[src/rtl/pair_match_counter.sv]
module pair_match_counter #(
  parameter int DATA_W = 8,
  parameter int CNT_W  = 4
) (
  input  logic              clk,
  input  logic              srst,
  input  logic [DATA_W-1:0] data_in,
  output logic [CNT_W-1:0]  match_cnt
);

  logic [DATA_W-1:0] prev_q;
  logic [CNT_W-1:0]  cnt_q;
  logic              same;

  assign same      = (data_in == prev_q);
  assign match_cnt = cnt_q;

  always_ff @(negedge clk) begin
    prev_q <= data_in;
    if (srst)
      cnt_q <= '0;
    else if (same)
      cnt_q <= cnt_q + 1'b1;
  end

endmodule

[config.mk]
export PLATFORM = sky130hd
export DESIGN_NAME = pair_match_counter
export DESIGN_NICKNAME = d
export VERILOG_FILES = /design/src/rtl/pair_match_counter.sv
export SDC_FILE = /design/constraint.sdc
export NUM_CORES = 1
export LEC_CHECK = 0
export BUFFER_PORTS_ARGS = -buffer_cell sky130_fd_sc_hd__buf_2
export CAP_MARGIN = 0
export CORE_AREA = 2 2 39 41
export DETAILED_ROUTE_END_ITERATION = 6
export DIE_AREA = 0 0 41 43
export PLACE_DENSITY = 0.67
export SETUP_SLACK_MARGIN = 0.2
export SLEW_MARGIN = 20
export SYNTH_ARGS = -nofsm -noshare
export SYNTH_HDL_FRONTEND = slang
export SYNTH_SLANG_ARGS = --single-unit
[constraint.sdc]
create_clock -name clk -period 1.92 [get_ports clk]
set_input_delay 0.384 -clock clk [delete_from_list [all_inputs] [get_ports clk]]
set_output_delay 0.384 -clock clk [all_outputs]
set_load 0.01 [all_outputs]
Word-level counts from Yosys, hierarchy flattened
Cells that the tools add are included.

word-level totals
  flip-flop bits (word level) = 12
  input port bits = 10
  output and inout bits = 4
  logic and storage cells = 4

cells by class
  $add $sub $neg = 1
  equality and inequality tests = 1

operators with widths
  operator                                                        count
  8-bit equality test                                             1
  4-bit by 1-bit adder with 4-bit output (second input constant)  1

Depth between registers and ports, before layout
  word-level depth = 1
  gate-level depth with buffers = 4

==> metrics.csv <==
stage,metric,value,unit
power_and_ir_drop,overall power of the completed layout,626.1,uW
worst_setup_path,data arrival time of the worst path,1.42,ns
floorplan,placement row count,14,
synthesis,synthesized area,466.7,um^2
global_routing,total congestion overflow after global routing,0,
routing,DR pass1 iterations,4,
clock_tree,number of buffers between clock root and the deepest sink,2,
routing,final routed wire length divided by cell count,11.64,um
cells_and_area,highest-count cells in the layout ignoring fill and taps,"14 x inv_1, 9 x buf_6, 8 x dfxtp_1",
synthesis,fraction of synthesized cell area in xor and xnor cells,19.84,%
cells_and_area,area grow syn2layout,98.39,%
global_routing,maximum number of pins on one net before global-route repair,8,
clock_tree,number of clock sinks seen by CTS,12,
run,max-cap check violation count,0,
power_and_ir_drop,fraction of power spent switching nets,30.86,%
worst_setup_path,origin of the worst setup path,data_in[5],
routing,count of vias placed by the detailed router,425,
floorplan,Floorplan Core Area,0.001384,mm^2
hold_path,launch point of the worst hold path,match_cnt[3],
power_and_ir_drop,NetSw,193.2,uW
synthesis,"post-synthesis share of cell area spent on full adders, half adders and majority gates",2.681,%
sta,worst slew margin relative to its limit,83.72,%
power_and_ir_drop,Comb power frac,15.3,%
outcome,violated checks,negative setup slack,
worst_setup_path,standard cell with the maximum stage delay on the critical path,or3_4,
worst_setup_path,Crit path largest cell delay,0.34,ns
placement,global placement routability congestion,0.6284,
routing,total detailed-routing wirelength,1059,um
routing,number of DRC violations after detailed-routing iteration 0,7,
cells_and_area,antenna diode count,0,
global_routing,global-route wire length before repair,1828,um
power_and_ir_drop,share of power burned in registers,43.4,%
worst_setup_path,R2R setup slack,0.46,ns
floorplan,Die Wd,41,um
clock_tree,deepest level of the CTS H-tree,1,
cells_and_area,"leading cell type in the layout, fill and taps excluded",inv_1,
worst_setup_path,count of cells along the worst register-to-register path,6,
sta,Tightest Pin Transition,0.2417,ns
hold_path,end of the worst hold path,match_cnt[3],
synthesis,syn_area_per_cell,11.97,um^2
synthesis,dominant combinational cell family by area after synthesis,XOR/XNOR gates,
synthesis,share of cell area taken by muxes after synthesis,0,%
worst_setup_path,Critical Path Source Type,input pin,
hold_path,Min-Delay Path Class,flop to flop,
power_and_ir_drop,clock share of power,41.4,%
placement,half-perimeter wire length after detailed placement,695.9,um
power_and_ir_drop,Power Dens Cells,676.3,mW/mm^2
clock_tree,clock transition at the register clock pins on the worst setup and hold paths after CTS,0.04,ns
placement,worst slack at placement,-0.5863,ns
placement,number of buffers inserted by port buffering,13,
sta,final setup skew,0.01184,ns
global_routing,number of antenna violations at the first check in global routing,0,
synthesis,"Distinct cells, synth",15,
cells_and_area,fraction of final layout cells sized beyond drive strength 1,64.00,%
cells_and_area,final core utilization,66.91,%
routing,antenna-violating nets left,0,
outcome,result of the run,"complete, but fails checks",
sta,final number of setup-violating endpoints,8,
power_and_ir_drop,worst vdd rail ir drop,0.0003621,V
synthesis,synthesized netlist net count,50,
worst_setup_path,Critical Path Sink Type,flop,
worst_setup_path,worst reg2reg path startpoint,match_cnt[0],
worst_setup_path,critical path required time,1.22,ns
synthesis,Synth Area in Compound Gates,11.26,%
floorplan,die outline area,0.001763,mm^2
power_and_ir_drop,total internal power,432.9,uW
global_routing,Tot GR Track Use,16.09,%
synthesis,"basic-gate share of the synthesized area counting and, or, nand and nor cells",12.33,%
worst_setup_path,maximum fanout count along the critical path,4,
floorplan,starting utilization of the core area,33.73,%
synthesis,post-synthesis cell count,39,
synthesis,total number of yosys warnings,0,
worst_setup_path,WS Path Type,input pin to flop,
sta,Hold Fails Final Rpt,0,
clock_tree,CTS Root Cell,clkbuf_4,
worst_setup_path,end of the worst register-to-register path,match_cnt[2],
worst_setup_path,cell chain of the critical path,buf_8 -> xnor2_2 -> nand4_2 -> buf_4 -> or3_4 -> a21oi_2,
floorplan,Die Y,43,um
cells_and_area,combined flip-flop and latch cell area,245.2,um^2
cells_and_area,multi-input logic area,361.6,um^2
cells_and_area,number of nets in the finished design,87,
synthesis,"Seq/Total Area, Yosys",51.47,%
synthesis,register bit count reported by yosys,12,
clock_tree,worst skew pair latency,0.34,ns
clock_tree,total of hold buffers inserted after clock tree synthesis,0,
sta,Setup WS post-layout,-0.1982,ns
sta,unrepaired setup endpoints after global routing,true,
routing,average vias per placed instance,4.670,
sta,number of pins exceeding their max-slew limit in the final report,0,
floorplan,Top-Level Pins,14,
clock_tree,number of CTS-inserted buffers,3,
routing,number of remaining DRC errors,0,
cells_and_area,filler cell count in the final layout,102,
power_and_ir_drop,leakage,0.0004125,uW
global_routing,vias in the first global route,464,
clock_tree,CTS tree,done,
hold_path,cell count of the worst hold path,3,
[per-stage QoR]
| stage | TNS [ns] | instances | hold WS [ns] | area (um^2) |
|---|---|---|---|---|
| after global routing | -1.701 | 91 | 0.6279 | 925.9 |
| after CTS | -1.359 | 89 | 0.6017 | 844.6 |
| after floorplan | -1.315 | 39 | 0.4898 | 549.3 |
| after detailed placement | -2.140 | 70 | 0.4815 | 649.4 |
| final | -1.444 | 91 | 0.5977 | 925.9 |
| after global placement | -1.986 | 70 | 0.4740 | 649.4 |
[synth_stat cells]
master   number  area, um^2
o31ai_1       2       15.01
or3_2         1       7.510
or4_1         2       15.01
xnor2_2       3       48.80
nand4_2       2       25.02
o21a_1        1       7.510
dfxtp_1      12       240.2
nand3_1       1       5.000
a21oi_1       3       15.01
o21ba_2       1       10.01
xnor2_1       5       43.79
o21ai_0       1       5.000
ha_1          1       12.51
nor3_1        1       5.000
inv_1         3       11.26
[metal layers]
| metal | vias to the layer above | GRT usage [%] | wire length (um) |
|---|---|---|---|
| met5 | - | 0 | 0 |
| met4 | 0 | 11.33 | 8 |
| met3 | 2 | 12.04 | 80 |
| met2 | 19 | 23.13 | 586 |
| met1 | 192 | 14.85 | 383 |
| li1 | 212 | - | - |
[worst max-delay path by stage]
stage                   end  slack (ns)  cells after the start
2_1_floorplan  match_cnt[2]       -0.39                      4
3_3_place_gp   match_cnt[2]       -0.52                      5
3_5_place_dp   match_cnt[2]       -0.59                      5
4_1_cts        match_cnt[0]       -0.20                      1
5_1_grt        match_cnt[0]       -0.23                      6
6_report       match_cnt[0]       -0.20                      6
[cell families after synthesis]
kind of cell / after synthesis
AOI/OAI and AO/OA: 8
xor gates and xnor gates: 8
adders and majority gates: 1
buffers and inverters: 3
DFF: 12
and+or+nand+nor: 7
[power by group through the flow]
stage               Combinational (uW)  Sequential (uW)  Clock (uW)
floorplan                         44.1              272        41.6
CTS                               82.4              270         278
global placement                  66.5              273        41.6
global route                       101              272         304
finish                            95.5              272         259
detailed placement                68.1              273        41.6
[final cells by class]
class | count | area share, %
sequential | 12 | 26.49
timing repair buffer | 21 | 23.65
clock buffer | 3 | 2.432
clock inverter | 13 | 5.405
inverter | 2 | 0.8108
tap | 16 | 2.162
multi-input combinational | 24 | 39.05
[registers in the layout, indices dropped and copies added (netlist names)]
name,flops
match_cnt,4
prev_q,8
[critical path: cells and delay by family]
| family | cells | cell delay [ns] |
|---|---|---|
| compound gates | 1 | 0.14 |
| buf+inv | 2 | 0.27 |
| simple gates | 2 | 0.51 |
| xor+xnor | 1 | 0.13 |
[repair_timing]
action                                  4_1_cts  5_1_grt
setup buffers                                 4        2
pin swaps                                     7        8
endpoints found under the hold margin         0        0
resized for setup                            21       14
endpoints found under the setup margin        8        8
(Power assumes the default switching activity.)
